$ cat src/rtl/spim_csr_pkg.sv
package spim_csr_pkg;

    // word indices (byte address bits 7:2)
    localparam logic [5:0] IDX_CTRL   = 6'h00;
    localparam logic [5:0] IDX_FRAMES = 6'h01;
    localparam logic [5:0] IDX_EN     = 6'h02;
    localparam logic [5:0] IDX_SS     = 6'h04;
    localparam logic [5:0] IDX_BAUD   = 6'h05;
    localparam logic [5:0] IDX_TXTH   = 6'h06;
    localparam logic [5:0] IDX_RXTH   = 6'h07;
    localparam logic [5:0] IDX_TXLV   = 6'h08;
    localparam logic [5:0] IDX_RXLV   = 6'h09;
    localparam logic [5:0] IDX_STAT   = 6'h0A;
    localparam logic [5:0] IDX_IMASK  = 6'h0B;
    localparam logic [5:0] IDX_DATA   = 6'h18;

    localparam int IMASK_W = 6;

    // serial configuration word, bit 0 is the LSB of fsize
    typedef struct packed {
        logic [1:0] tmode;
        logic       cpol;
        logic       cpha;
        logic [1:0] fmt;
        logic [3:0] fsize;
    } ctrl_t;

    // status word, busy is bit 0
    typedef struct packed {
        logic dcol;
        logic tx_err;
        logic rx_full;
        logic rx_nempty;
        logic tx_empty;
        logic tx_nfull;
        logic busy;
    } stat_t;

    function automatic logic [31:0] clip_to(input logic [31:0] v, input logic [31:0] lim);
        return (v > lim) ? lim : v;
    endfunction

endpackage

$ cat src/rtl/spim_fifo.sv
module spim_fifo #(
    parameter int DEPTH = 8,
    parameter int W     = 16,
    localparam int PTR_W = (DEPTH > 1) ? $clog2(DEPTH) : 1,
    localparam int LVL_W = $clog2(DEPTH + 1)
) (
    input  logic             clk,
    input  logic             rst,
    input  logic             flush,
    input  logic             push,
    input  logic [W-1:0]     wdata,
    input  logic             pop,
    output logic [W-1:0]     rdata,
    output logic [LVL_W-1:0] level,
    output logic             full,
    output logic             empty
);
    logic [W-1:0]     mem [DEPTH];
    logic [PTR_W-1:0] wp, rp;
    logic [LVL_W-1:0] cnt;
    logic             push_ok, pop_ok;

    assign full    = (cnt == LVL_W'(DEPTH));
    assign empty   = (cnt == '0);
    assign pop_ok  = pop && !empty;
    assign push_ok = push && (!full || pop_ok);
    assign rdata   = mem[rp];
    assign level   = cnt;

    function automatic logic [PTR_W-1:0] step(input logic [PTR_W-1:0] p);
        return (p == PTR_W'(DEPTH - 1)) ? '0 : p + 1'b1;
    endfunction

    always_ff @(posedge clk) begin
        if (push_ok && !flush && !rst)
            mem[wp] <= wdata;
    end

    always_ff @(posedge clk) begin
        if (rst || flush) begin
            wp  <= '0;
            rp  <= '0;
            cnt <= '0;
        end else begin
            if (push_ok) wp <= step(wp);
            if (pop_ok)  rp <= step(rp);
            case ({push_ok, pop_ok})
                2'b10:   cnt <= cnt + 1'b1;
                2'b01:   cnt <= cnt - 1'b1;
                default: cnt <= cnt;
            endcase
        end
    end

    AST_NO_OVERFLOW: assert property (@(posedge clk) disable iff (rst)
        cnt <= LVL_W'(DEPTH)) else $error("level above depth");
    AST_FLUSH_EMPTIES: assert property (@(posedge clk) disable iff (rst)
        flush |=> empty) else $error("flush left entries");
    AST_FULL_PUSH_POP: assert property (@(posedge clk) disable iff (rst)
        (push && pop && full && !flush) |=> full) else $error("push+pop on full lost level");

endmodule

$ cat src/rtl/spim_status.sv
module spim_status
    import spim_csr_pkg::*;
(
    input  logic  clk,
    input  logic  rst,
    input  logic  busy,
    input  logic  tx_full,
    input  logic  tx_empty,
    input  logic  rx_full,
    input  logic  rx_empty,
    input  logic  ovf_set,
    input  logic  err_clr,
    output stat_t stat
);
    logic err_q;

    always_ff @(posedge clk) begin
        if (rst)          err_q <= 1'b0;
        else if (ovf_set) err_q <= 1'b1;
        else if (err_clr) err_q <= 1'b0;
    end

    always_comb begin
        stat.dcol      = 1'b0;
        stat.tx_err    = err_q;
        stat.rx_full   = rx_full;
        stat.rx_nempty = !rx_empty;
        stat.tx_empty  = tx_empty;
        stat.tx_nfull  = !tx_full;
        stat.busy      = busy;
    end

    AST_ERR_SETS: assert property (@(posedge clk) disable iff (rst)
        ovf_set |=> err_q) else $error("overflow not flagged");
    AST_ERR_CLEARS: assert property (@(posedge clk) disable iff (rst)
        (err_clr && !ovf_set) |=> !err_q) else $error("flag survived status read");
    AST_TX_FLAGS_EXCL: assert property (@(posedge clk) disable iff (rst)
        !(tx_full && tx_empty)) else $error("tx full and empty");

endmodule

$ cat src/rtl/spim_csr.sv
module spim_csr
    import spim_csr_pkg::*;
#(
    parameter int DEPTH = 8,
    parameter int DW    = 16,
    parameter int SS_W  = 4,
    localparam int PTR_W = (DEPTH > 1) ? $clog2(DEPTH) : 1,
    localparam int LVL_W = $clog2(DEPTH + 1)
) (
    input  logic            clk,
    input  logic            rst,
    input  logic            bus_sel,
    input  logic            bus_wr,
    input  logic [7:0]      bus_addr,
    input  logic [31:0]     bus_wdata,
    output logic [31:0]     bus_rdata,
    output logic            eng_tx_valid,
    output logic [DW-1:0]   eng_tx_data,
    input  logic            eng_tx_pop,
    input  logic            eng_rx_push,
    input  logic [DW-1:0]   eng_rx_data,
    input  logic            eng_busy,
    output logic            cfg_enable,
    output logic [3:0]      cfg_frame_bits,
    output logic [1:0]      cfg_format,
    output logic            cfg_cpha,
    output logic            cfg_cpol,
    output logic [1:0]      cfg_tmode,
    output logic [15:0]     cfg_rx_frames,
    output logic [15:0]     cfg_baud_div,
    output logic [SS_W-1:0] cfg_ss_mask
);
    localparam logic [31:0] THR_MAX = 32'(DEPTH - 1);

    ctrl_t              ctrl_q;
    logic [15:0]        frames_q, baud_q;
    logic               en_q;
    logic [SS_W-1:0]    ss_q;
    logic [PTR_W-1:0]   txth_q, rxth_q;
    logic [IMASK_W-1:0] imask_q;

    logic [5:0] idx;
    logic       wr_any, rd_any, cfg_open;
    logic       flush, dat_wr, dat_rd, stat_rd, tx_drop;
    logic [DW-1:0]    tx_head, rx_head;
    logic [LVL_W-1:0] tx_lvl, rx_lvl;
    logic tx_full, tx_empty, rx_full, rx_empty;
    stat_t stat;
    logic [1:0] unused_addr_bits;

    assign unused_addr_bits = bus_addr[1:0];
    assign idx      = bus_addr[7:2];
    assign wr_any   = bus_sel && bus_wr;
    assign rd_any   = bus_sel && !bus_wr;
    assign cfg_open = !en_q;
    assign flush    = wr_any && (idx == IDX_EN) && !bus_wdata[0];
    assign dat_wr   = wr_any && (idx == IDX_DATA);
    assign dat_rd   = rd_any && (idx == IDX_DATA);
    assign stat_rd  = rd_any && (idx == IDX_STAT);
    assign tx_drop  = dat_wr && tx_full && !eng_tx_pop;

    always_ff @(posedge clk) begin
        if (rst) begin
            ctrl_q   <= '0;
            frames_q <= '0;
            baud_q   <= '0;
            en_q     <= 1'b0;
            ss_q     <= '0;
            txth_q   <= '0;
            rxth_q   <= '0;
            imask_q  <= '1;
        end else if (wr_any) begin
            case (idx)
                IDX_CTRL:   if (cfg_open) ctrl_q   <= ctrl_t'(bus_wdata[9:0]);
                IDX_FRAMES: if (cfg_open) frames_q <= bus_wdata[15:0];
                IDX_BAUD:   if (cfg_open) baud_q   <= bus_wdata[15:0];
                IDX_EN:     en_q    <= bus_wdata[0];
                IDX_SS:     ss_q    <= bus_wdata[SS_W-1:0];
                IDX_TXTH:   txth_q  <= PTR_W'(clip_to(bus_wdata, THR_MAX));
                IDX_RXTH:   rxth_q  <= PTR_W'(clip_to(bus_wdata, THR_MAX));
                IDX_IMASK:  imask_q <= bus_wdata[IMASK_W-1:0];
                default: ;
            endcase
        end
    end

    spim_fifo #(.DEPTH(DEPTH), .W(DW)) u_txq (
        .clk(clk), .rst(rst), .flush(flush),
        .push(dat_wr), .wdata(bus_wdata[DW-1:0]),
        .pop(eng_tx_pop), .rdata(tx_head),
        .level(tx_lvl), .full(tx_full), .empty(tx_empty)
    );

    spim_fifo #(.DEPTH(DEPTH), .W(DW)) u_rxq (
        .clk(clk), .rst(rst), .flush(flush),
        .push(eng_rx_push), .wdata(eng_rx_data),
        .pop(dat_rd), .rdata(rx_head),
        .level(rx_lvl), .full(rx_full), .empty(rx_empty)
    );

    spim_status u_stat (
        .clk(clk), .rst(rst), .busy(eng_busy),
        .tx_full(tx_full), .tx_empty(tx_empty),
        .rx_full(rx_full), .rx_empty(rx_empty),
        .ovf_set(tx_drop), .err_clr(stat_rd), .stat(stat)
    );

    always_comb begin
        bus_rdata = '0;
        if (rd_any) begin
            case (idx)
                IDX_CTRL:   bus_rdata = 32'(ctrl_q);
                IDX_FRAMES: bus_rdata = 32'(frames_q);
                IDX_EN:     bus_rdata = 32'(en_q);
                IDX_SS:     bus_rdata = 32'(ss_q);
                IDX_BAUD:   bus_rdata = 32'(baud_q);
                IDX_TXTH:   bus_rdata = 32'(txth_q);
                IDX_RXTH:   bus_rdata = 32'(rxth_q);
                IDX_TXLV:   bus_rdata = 32'(tx_lvl);
                IDX_RXLV:   bus_rdata = 32'(rx_lvl);
                IDX_STAT:   bus_rdata = 32'(stat);
                IDX_IMASK:  bus_rdata = 32'(imask_q);
                IDX_DATA:   bus_rdata = rx_empty ? 32'd0 : 32'(rx_head);
                default:    bus_rdata = '0;
            endcase
        end
    end

    assign eng_tx_valid   = !tx_empty;
    assign eng_tx_data    = tx_head;
    assign cfg_enable     = en_q;
    assign cfg_frame_bits = ctrl_q.fsize;
    assign cfg_format     = ctrl_q.fmt;
    assign cfg_cpha       = ctrl_q.cpha;
    assign cfg_cpol       = ctrl_q.cpol;
    assign cfg_tmode      = ctrl_q.tmode;
    assign cfg_rx_frames  = frames_q;
    assign cfg_baud_div   = baud_q;
    assign cfg_ss_mask    = ss_q;

    AST_CFG_LOCKED: assert property (@(posedge clk) disable iff (rst)
        en_q |=> ($stable(ctrl_q) && $stable(frames_q) && $stable(baud_q)))
        else $error("config changed while enabled");
    AST_THR_RANGE: assert property (@(posedge clk) disable iff (rst)
        (32'(txth_q) <= THR_MAX) && (32'(rxth_q) <= THR_MAX))
        else $error("watermark out of range");
    AST_DROP_KEEPS_LEVEL: assert property (@(posedge clk) disable iff (rst)
        tx_drop |=> (tx_lvl == LVL_W'(DEPTH))) else $error("dropped write changed level");

endmodule

$ cat config.mk
export PLATFORM = sky130hd
export DESIGN_NAME = spim_csr
export DESIGN_NICKNAME = d
export VERILOG_FILES = /design/src/rtl/spim_csr_pkg.sv /design/src/rtl/spim_fifo.sv /design/src/rtl/spim_status.sv /design/src/rtl/spim_csr.sv
export SDC_FILE = /design/constraint.sdc
export NUM_CORES = 1
export LEC_CHECK = 0
export ABC_AREA = 0
export BUFFER_PORTS_ARGS = -buffer_cell sky130_fd_sc_hd__buf_2
export CELL_PAD_IN_SITES_DETAIL_PLACEMENT = 1
export CELL_PAD_IN_SITES_GLOBAL_PLACEMENT = 1
export CORE_ASPECT_RATIO = 1.4
export CORE_UTILIZATION = 49
export DETAILED_ROUTE_END_ITERATION = 7
export GPL_ROUTABILITY_DRIVEN = 0
export PLACE_DENSITY = 0.8
export SYNTH_ARGS = -nofsm -noshare
export SYNTH_HDL_FRONTEND = slang
export SYNTH_SLANG_ARGS = --single-unit
$ cat constraint.sdc
create_clock -name clk -period 4.85 [get_ports clk]
set_clock_uncertainty 0.05 [all_clocks]
set_input_delay 0.2425 -clock clk [delete_from_list [all_inputs] [get_ports clk]]
set_output_delay 0.2425 -clock clk [all_outputs]
set_load 0.1 [all_outputs]
---- Word-level counts from Yosys, hierarchy flattened ----
Memories as Yosys holds them, arrays and structs flattened. A register that Yosys moved wholly into a read port is not among the register bits.
Index checks and enable logic that the tools add are counted.
operators by class
  $add $sub $neg .......................... 8
  multiply operators ...................... 0
  div/mod/pow operators ................... 0
  $lt $le $gt $ge ......................... 1
  eq/ne operators ......................... 21
  shift operators ......................... 0
  mux-type cells .......................... 20
  bitwise logic cells ..................... 1
  reductions and logical operators ........ 43
operator list
  cell                 count
  $pmux 16 s12         1
  $gt 32x3->1 const B  1
  $mux 16              2
  $mux 3               9
  $eq 6x3->1 const B   4
  $eq 6x4->1 const B   4
  $logic_and 1x1->1    17
  $pmux 4 s2           2
  $add 3x1->3 const B  4
  $eq 3x3->1 const B   4
  $reduce_and 2->1     5
  $logic_not 1->1      9
  $reduce_and 3->1     3
  $add 4x1->4 const B  2
  $eq 4x4->1 const B   2
  $logic_not 4->1      2
  $sub 4x1->4 const B  2
  $eq 6x1->1 const B   1
  $eq 6x2->1 const B   1
  $eq 6x5->1 const B   1
  $logic_not 6->1      1
  $mux 1               6
  $reduce_bool 2->1    3
  $eq 2x1->1 const B   2
  3 further kinds      6
word-level totals
  register bits ........................... 80
  latch bits .............................. 0
  bits in writable memories ............... 256
  bits in read-only memories .............. 0
  bits of input ports ..................... 63
  output and inout port bits .............. 96
  logic and storage cells ................. 115
  memories ................................ 2
memories
  memory     words  bits a word  rd ports  clocked after Yosys merged registers in  write ports  RTL line         source
  u_rxq.mem  8      16           1         1                                        1            spim_fifo.sv:18  logic [W-1:0] mem [DEPTH];
  u_txq.mem  8      16           1         1                                        1            spim_fifo.sv:18

---- Logic depth before layout (Yosys ltp) ----
Gate-level depths: netlist of run 1.
  word-level depth ........................ 10
  mapped depth ............................ 11
  mapped depth without buffers ............ 10

---- By module ----
Synthesis of run 1 repeated with hierarchy kept, for this count alone.
unflattened totals
  cell total of the unflattened synthesis .. 918
  area total of the unflattened synthesis .. 14,498.9 um2
modules (own cells, without submodules)
  module              times used  cells each  area each (um2)  sequential area each (um2)
  spim_fifo at u_txq  1           274         5,675.4          4,103.9
  spim_fifo at u_rxq  1           267         5,510.3          4,103.9
  spim_csr            1           365         3,225.6          1,181.1
  spim_status         1           12          87.6             20.0

---- Least setup slack after synthesis of run 1 ----
No wires, ideal clock.
  kind .................................... reg2out
  start point ............................. register u_txq.cnt[1] (netlist: u_txq.level[1])
  end point ............................... output bus_rdata[2]
  arrival time ............................ 3,437 ps
  required time ........................... 4,558 ps
  slack ................................... 1,120 ps
  stages on the path, launching flop included .. 6
  path buffers ............................ 1
  path through ............................ dfxtp_1 > clkbuf_1 > or4_1 > nor2_1 > o21ai_0 > a31oi_1
between the ends
  longest elaborated chain between the ends .. 3
RTL lines
  what                    RTL line         source
  from (decl)             spim_fifo.sv:20  logic [LVL_W-1:0] cnt;
  from (signal assigned)  spim_fifo.sv:48  2'b10: cnt <= cnt + 1'b1;
  from (signal assigned)  spim_fifo.sv:49  2'b01: cnt <= cnt - 1'b1;
  from (signal assigned)  spim_fifo.sv:50  default: cnt <= cnt;
  $logic_not 4->1         spim_fifo.sv:24  assign empty = (cnt == '0);
  $pmux 16 s12            spim_csr.sv:111  case (idx)
  $mux 16                 spim_csr.sv:110  if (rd_any) begin
  to (decl)               spim_csr.sv:16   output logic [31:0] bus_rdata,
Every way passes these cells.

==> results of run 1 <==
[layout make-up]
class,instances,area [um2]
fillers,2722,11800
multi-input cells,510,4420
clock buffers,44,930
repair buffers,178,1030
flip-flops and latches,342,9410
clock inverters,14,194
well taps,375,469
inverters,6,22.5
[how the worst min path moves through the flow]
stage | start | to | slack [ns]
global route | bus_wdata[8] | u_txq.mem[4][8] | 0.04
finish | eng_tx_pop | u_stat.err_q | 0.04
global placement | u_rxq.rp[1] | flip-flop | 0.41
CTS | eng_tx_pop | u_stat.err_q | 0.02
floorplan | eng_rx_data[0] | u_rxq.mem[0][0] | 0.29
detailed placement | imask_q[1] | imask_q[1] | 0.41
[cells by family after synthesis]
kind of cell    share of synthesized area, %
xor+xnor                               0.497
flops                                   66.7
mux                                     16.5
other cells                           0.0266
compound gates                          4.27
simple gates                            8.13
buf+inv                                 2.76
fa+ha+maj                               1.06
[routing by layer]
metal | global-route usage (%) | wire length, um
met5 | 0 | 13
met4 | 10.8 | 1410
met3 | 4.65 | 1940
met2 | 46.4 | 19300
met1 | 27.2 | 13200
[worst min-delay path, stage by stage]
cell and delay (ns):
buf_2 0.11, nor2_1 0.05, nand4_1 0.09, a21oi_1 0.06
[cell usage after synthesis (all sizes together) (3+ instances only)]
master,n
nand3,14
a22oi,5
a211oi,7
buf,41
nor4b,5
nand4,5
xnor2,4
nor2,81
ha,12
mux2i,56
mux2,31
a31oi,7
nor3,14
dfxtp,86
or4,3
nor4,9
nand2b,5
edfxtp,256
and2,4
nor2b,5
or3,3
nor3b,6
a21oi,39
inv,6
o21ai,11
mux4,63
a222oi,12
xor2,4
nand2,71
clkbuf,24
[state kept, by name, summed over array words and instances (netlist names), 4 cells and up, named ones only]
register        flops
cfg_baud_div       16
cfg_frame_bits      4
cfg_rx_frames      16
cfg_ss_mask         4
imask_q             6
u_rxq.level         4
u_rxq.mem         128
u_txq.level         4
u_txq.mem         128
[placed cells by master, fill, tap and decap left out, types with 22 or more instances in the layout]
master | Yosys | final
edfxtp_1 | 256 | 256
buf_2 | 18 | 140
dfxtp_1 | 86 | 82
nor2_1 | 81 | 81
nand2_1 | 71 | 71
mux4_2 | 63 | 63
mux2i_1 | 56 | 56
a21oi_1 | 39 | 39
clkbuf_16 | 0 | 35
mux2_2 | 31 | 31
buf_4 | 18 | 22
[power breakdown]
group / internal (mW) / switching (mW)
sequential: 3.16 / 0.0148
combinational: 0.0664 / 0.184
clock: 1.62 / 1.07
==> qor.csv, run 1 <==
stage,metric,value,unit
worst_setup_path,slowest CP cell,dfxtp_2,
clock_tree,CTS Sinks,342,
layout,share of cells above drive strength 1,30.1,%
hold_path,worst hold path depth,4,
global_routing,Total GRT Usage,24.8,%
power,Peak supply drop,0.297,mV
placed_design,DP Worst Slack,1.75,ns
worst_setup_path,Critical R2R Launch,u_txq.level[0],
outcome,status,"finished, violations left",
timing,Worst-Margin Slew,1.14,ns
detailed_routing,Via density,5.79,
yosys,"area leader, netlist",edfxtp_1,
worst_setup_path,"setup slack, reg-to-reg",1.77,ns
yosys,Seq cells post-synth,342,
power,Power Total,6.11,mW
placed_design,placed cells,1395,
worst_setup_path,CP startpoint kind,flip-flop,
layout,Finished Layout Cells,1469,
floorplanning,Initial Utilization,49.8,%
clock_tree,CTS tree,built,
worst_setup_path,Crit Reg-Reg Endpoint,u_txq.level[2],
worst_setup_path,crit path DAT,3.20,ns
placed_design,Placed Instance Area,0.0152,mm2
yosys,"Cell Area, Synth",0.0141,mm2
timing,relative slew slack,22.7,%
floorplanning,# rows,73,
layout,Finished Cell Area,0.0165,mm2
clock_tree,Num CTS Buffers,34,
timing,setup slack after layout,1.35,ns
clock_tree,Post-CTS Setup Bufs,0,
worst_setup_path,CP max FO,28,
yosys,asr flop ratio synth,0,%
global_routing,largest net degree at the start of global routing,54,
worst_setup_path,critical setup path kind,reg2out,
timing,Setup TNS,0,ns
detailed_routing,final WL,35800,um
layout,Antenna diodes,0,
layout,Final #Nets,1147,
worst_setup_path,worst-path cell chain,mux4_2 > mux2_2 > a222oi_1 > nor2_1 > buf_2,
detailed_routing,Vias,8499,
yosys,"Seq/Total Area, Yosys",66.7,%
worst_setup_path,WP depth,5,
detailed_routing,Pre-antenna DRT Iters,8,
global_routing,vias in the first global route,9153,
global_routing,total grt overflow,0,
timing,fin crit period,3.50,ns
clock_tree,Skew-Pair Late Insertion Delay,0.51,ns
timing,fin crit share,72.1,%
job,maxcap violations,0,
global_routing,first-pass GRT wire length,54200,um
floorplanning,Die Y-Extent,203,um
yosys,Mean Syn Cell Area,15.5,um2
detailed_routing,Residual DRC,2,
timing,Final setup viols,0,
timing,final count of pins violating max slew,0,
outcome,failing checks,design-rule violations,
layout,"Core Util, Final",58.2,%
power,Static Leak,5.65,nW
clock_tree,H-tree levels,2,
yosys,Synth Warn #,0,
floorplanning,DIE WIDTH,145,um
worst_setup_path,required time worst endpoint,4.56,ns
hold_path,Worst Hold Class,in2reg,
global_routing,initial antenna violation count,1,
layout,area added between synthesis and finish,16.9,%
yosys,number of synthesized flops with an enable pin,256,
worst_setup_path,Setup crit end kind,output pin,
worst_setup_path,CP Capture Point,bus_rdata[15],
detailed_routing,DR WL/cell,24.4,um
floorplanning,CORE AREA,0.0283,mm2
timing,Fin. Hold Viols,0,
yosys,post-synth top area share,54.5,%
power,pwr/cell area,371,mW/mm2
detailed_routing,drt first-iter violations,442,
yosys,Post-synth top flop,edfxtp_1,
clock_tree,clock-pin transition on the worst setup and hold timing paths,0.06,ns
clock_tree,post-CTS resize count,0,
worst_setup_path,WP buf/inv,1,
worst_setup_path,Worst path top cell family by delay,flip-flops,
worst_setup_path,worst r2r path cells,9,
worst_setup_path,max incr delay on CP,1.00,ns
timing,Min Hold Slack,0.0362,ns
placed_design,PortBufs,140,
clock_tree,hold buffer count at CTS,16,
yosys,Post-Syn Instances,908,
timing,RSZ-0062 raised after global routing,no,
floorplanning,die area,0.0295,mm2
floorplanning,IO Count,159,
detailed_routing,DRT antenna net count,0,
timing,Fmax achieved,286,MHz
yosys,Area contributors post-synth,"edfxtp_1 55%, dfxtp_1 12%, mux4_2 10%",
clock_tree,CTS root buffer,clkbuf_16,
clock_tree,Clock Tree Buf Depth,3,
placed_design,Final HPWL DP,24100,um
yosys,synth unique cells,58,
Power figures use the tool's default switching activity.
==> run 2, diff against run 1 <==
Clock period 4.85 ns to 3.51 ns, I/O delays scaled along.
==> run 2 against run 1 <==
The run now ends clean. Count of clock-buffer cells in the layout down 6. Non-clock buffer count up 26. Die area unchanged. Combinational power up 46%. Register-to-register slack worse by 1.2 ns. Utilization up 0.87 points. Cell count up 1.9%. Largest cell class unchanged.
==> qor.csv, run 2 (same netlist as run 1, synthesis figures left out) <==
stage,metric,value,unit,change
placed_design,Final HPWL DP,25500,um,was 24100 um
clock_tree,H-tree levels,2,,unchanged
detailed_routing,DR WL/cell,25.3,um,was 24.4 um
global_routing,total grt overflow,0,,unchanged
power,Comb power frac,4.4,%,was 4.1%
layout,top flop regs,"u_rxq.mem: 128 flops, u_txq.mem: 128 flops",,unchanged
layout,area added between synthesis and finish,18.6,%,was 16.9%
placed_design,PortBufs,140,,unchanged
floorplanning,Initial Utilization,49.8,%,unchanged
clock_tree,CTS root buffer,clkbuf_16,,unchanged
clock_tree,CTS tree,built,,unchanged
power,Clock power frac,43.4,%,was 44.0%
layout,fillers,2716,,was 2722
layout,most frequent cells in the layout,"256 x edfxtp_1, 140 x buf_2, 83 x dfxtp_1, 81 x nor2_1, 71 x nand2_1",,"was 256 x edfxtp_1, 140 x buf_2, 82 x dfxtp_1, 81 x nor2_1, 71 x nand2_1"
clock_tree,Skew-Pair Late Insertion Delay,0.51,ns,about the same
timing,fin crit period,3.18,ns,
power,P_sw,1.81,mW,was 1.27 mW
outcome,status,"complete, no violations",,"was finished, violations left"
global_routing,initial antenna violation count,0,,was 1
layout,Final #Nets,1174,,was 1147
floorplanning,die area,0.0295,mm2,unchanged
global_routing,largest net degree at the start of global routing,54,,unchanged
timing,relative slew slack,24.1,%,was 22.7%
power,Static Leak,5.78,nW,was 5.65 nW
detailed_routing,final WL,37900,um,was 35800 um
global_routing,first-pass GRT wire length,57200,um,was 54200 um
job,maxcap violations,0,,unchanged
layout,share of cells above drive strength 1,30.7,%,was 30.1%
placed_design,Placed Instance Area,0.0153,mm2,was 0.0152 mm2
detailed_routing,Pre-antenna DRT Iters,5,,was 8
floorplanning,CORE AREA,0.0283,mm2,unchanged
floorplanning,IO Count,159,,unchanged
worst_setup_path,required time worst endpoint,3.28,ns,was 4.56 ns
detailed_routing,Vias,8662,,was 8499
power,Sw Share,21.6,%,was 20.8%
clock_tree,Clock Tree Buf Depth,3,,unchanged
layout,"Core Util, Final",59.1,%,was 58.2%
timing,final count of pins violating max slew,0,,unchanged
timing,RSZ-0062 raised after global routing,no,,unchanged
timing,Min Hold Slack,0.0189,ns,was 0.0362 ns
layout,"commonest non-fill, non-tap cell in the layout",edfxtp_1,,unchanged
floorplanning,Die Y-Extent,203,um,unchanged
detailed_routing,drt first-iter violations,461,,was 442
timing,Worst-Margin Slew,1.13,ns,was 1.14 ns
clock_tree,clock-pin transition on the worst setup and hold timing paths,0.06,ns,about the same
floorplanning,DIE WIDTH,145,um,unchanged
detailed_routing,Residual DRC,0,,was 2
worst_setup_path,CP startpoint kind,flip-flop,,unchanged
timing,Fin. Hold Viols,0,,unchanged
worst_setup_path,Setup crit end kind,output pin,,unchanged
hold_path,Worst Hold Class,in2reg,,unchanged
global_routing,Total GRT Usage,26.0,%,was 24.8%
detailed_routing,Via density,5.79,,about the same
power,Peak supply drop,0.593,mV,was 0.297 mV
timing,Final setup viols,0,,unchanged
floorplanning,# rows,73,,unchanged
worst_setup_path,CP max FO,17,,was 28
timing,fin crit share,90.6,%,
power,Power Internal,6.58,mW,was 4.84 mW
global_routing,vias in the first global route,9394,,was 9153
power,part of the power in registers,52.2,%,was 51.9%
worst_setup_path,critical setup path kind,reg2out,,unchanged
clock_tree,CTS Sinks,342,,unchanged
power,pwr/cell area,502,mW/mm2,was 371 mW/mm2
worst_setup_path,crit path DAT,2.96,ns,was 3.20 ns
clock_tree,Num CTS Buffers,35,,was 34
layout,Antenna diodes,0,,unchanged
timing,Fmax achieved,314,MHz,
detailed_routing,DRT antenna net count,0,,unchanged
layout,Finished Cell Area,0.0167,mm2,was 0.0165 mm2
-- run 2: changes by cell type in the layout (fill, tap and decap cells not counted), moves of 2 or more --
| cell | previous run | this run |
|---|---|---|
| clkbuf_1 | 7 | 1 |
| bufinv_16 | 5 | 3 |
| clkinvlp_4 | 0 | 2 |
| dlygate4sd3_1 | 16 | 30 |
| buf_12 | 0 | 2 |
| clkinv_1 | 4 | 9 |
| buf_4 | 22 | 32 |
-- run 2: final timing paths --
check                 startpoint         endpoint  slack (ns)  cells after the start
hold / removal      bus_wdata[3]  u_txq.mem[3][3]        0.02                      1
setup reg to reg  u_txq.level[1]  u_txq.mem[3][9]        0.55                      7
setup / recovery       flip-flop     bus_rdata[4]        0.33                      6
hold reg to reg       imask_q[1]       imask_q[1]        0.43                      2
-- run 2: critical path: stages, from the launching register on --
cell	delay, ns
dfxtp_2	0.77
buf_12	0.25
mux4_2	0.51
mux2_2	0.31
nand2_1	0.09
a31oi_1	0.15
buf_2	0.34
-- run 2: repair_timing --
item                                   CTS  global route
hold buffers                            30             0
resized for setup                        0             0
endpoints found under the hold margin  238             0
setup buffers                            0             0
-- run 2: area by class of cell --
| type | instances | area (um2) | share of cell area (%) |
|---|---|---|---|
| clock inverter | 22 | 198 | 1.18 |
| tap | 375 | 469 | 2.81 |
| inverter | 6 | 22.5 | 0.135 |
| multi-input combinational | 510 | 4420 | 26.4 |
| sequential | 342 | 9410 | 56.3 |
| timing repair buffer | 204 | 1280 | 7.66 |
| clock buffer | 38 | 918 | 5.49 |
-- run 2: routing by layer --
| metal | track usage [%] | vias up | wire length [um] |
|---|---|---|---|
| met5 | 0 | - | 0 |
| met4 | 11.1 | 0 | 1590 |
| met3 | 4.67 | 96 | 1800 |
| met2 | 48.2 | 274 | 20400 |
| met1 | 29.2 | 4425 | 14100 |
| li1 | - | 3867 | - |
-- run 2: power groups by stage --
stage                     Sequential (mW)  Combinational (mW)  Clock [mW]
final                                4.39               0.365        3.64
after global routing                 4.39               0.387        3.81
after CTS                            4.39               0.366        3.70
after detailed placement             4.47               0.337           0
after global placement               4.47               0.324           0
after floorplan                      4.47               0.211           0
-- run 2: stage by stage --
| step | worst slack (ns) | total power [mW] | TNS (ns) | cells |
|---|---|---|---|---|
| global route | 0.215 | 8.58 | 0 | 1497 |
| global placement | 0.689 | 4.79 | 0 | 1407 |
| floorplan | -0.0762 | 4.68 | -2.44 | 923 |
| CTS | 0.284 | 8.45 | 0 | 1497 |
| detailed placement | 0.552 | 4.81 | 0 | 1407 |
| finish | 0.329 | 8.40 | 0 | 1497 |
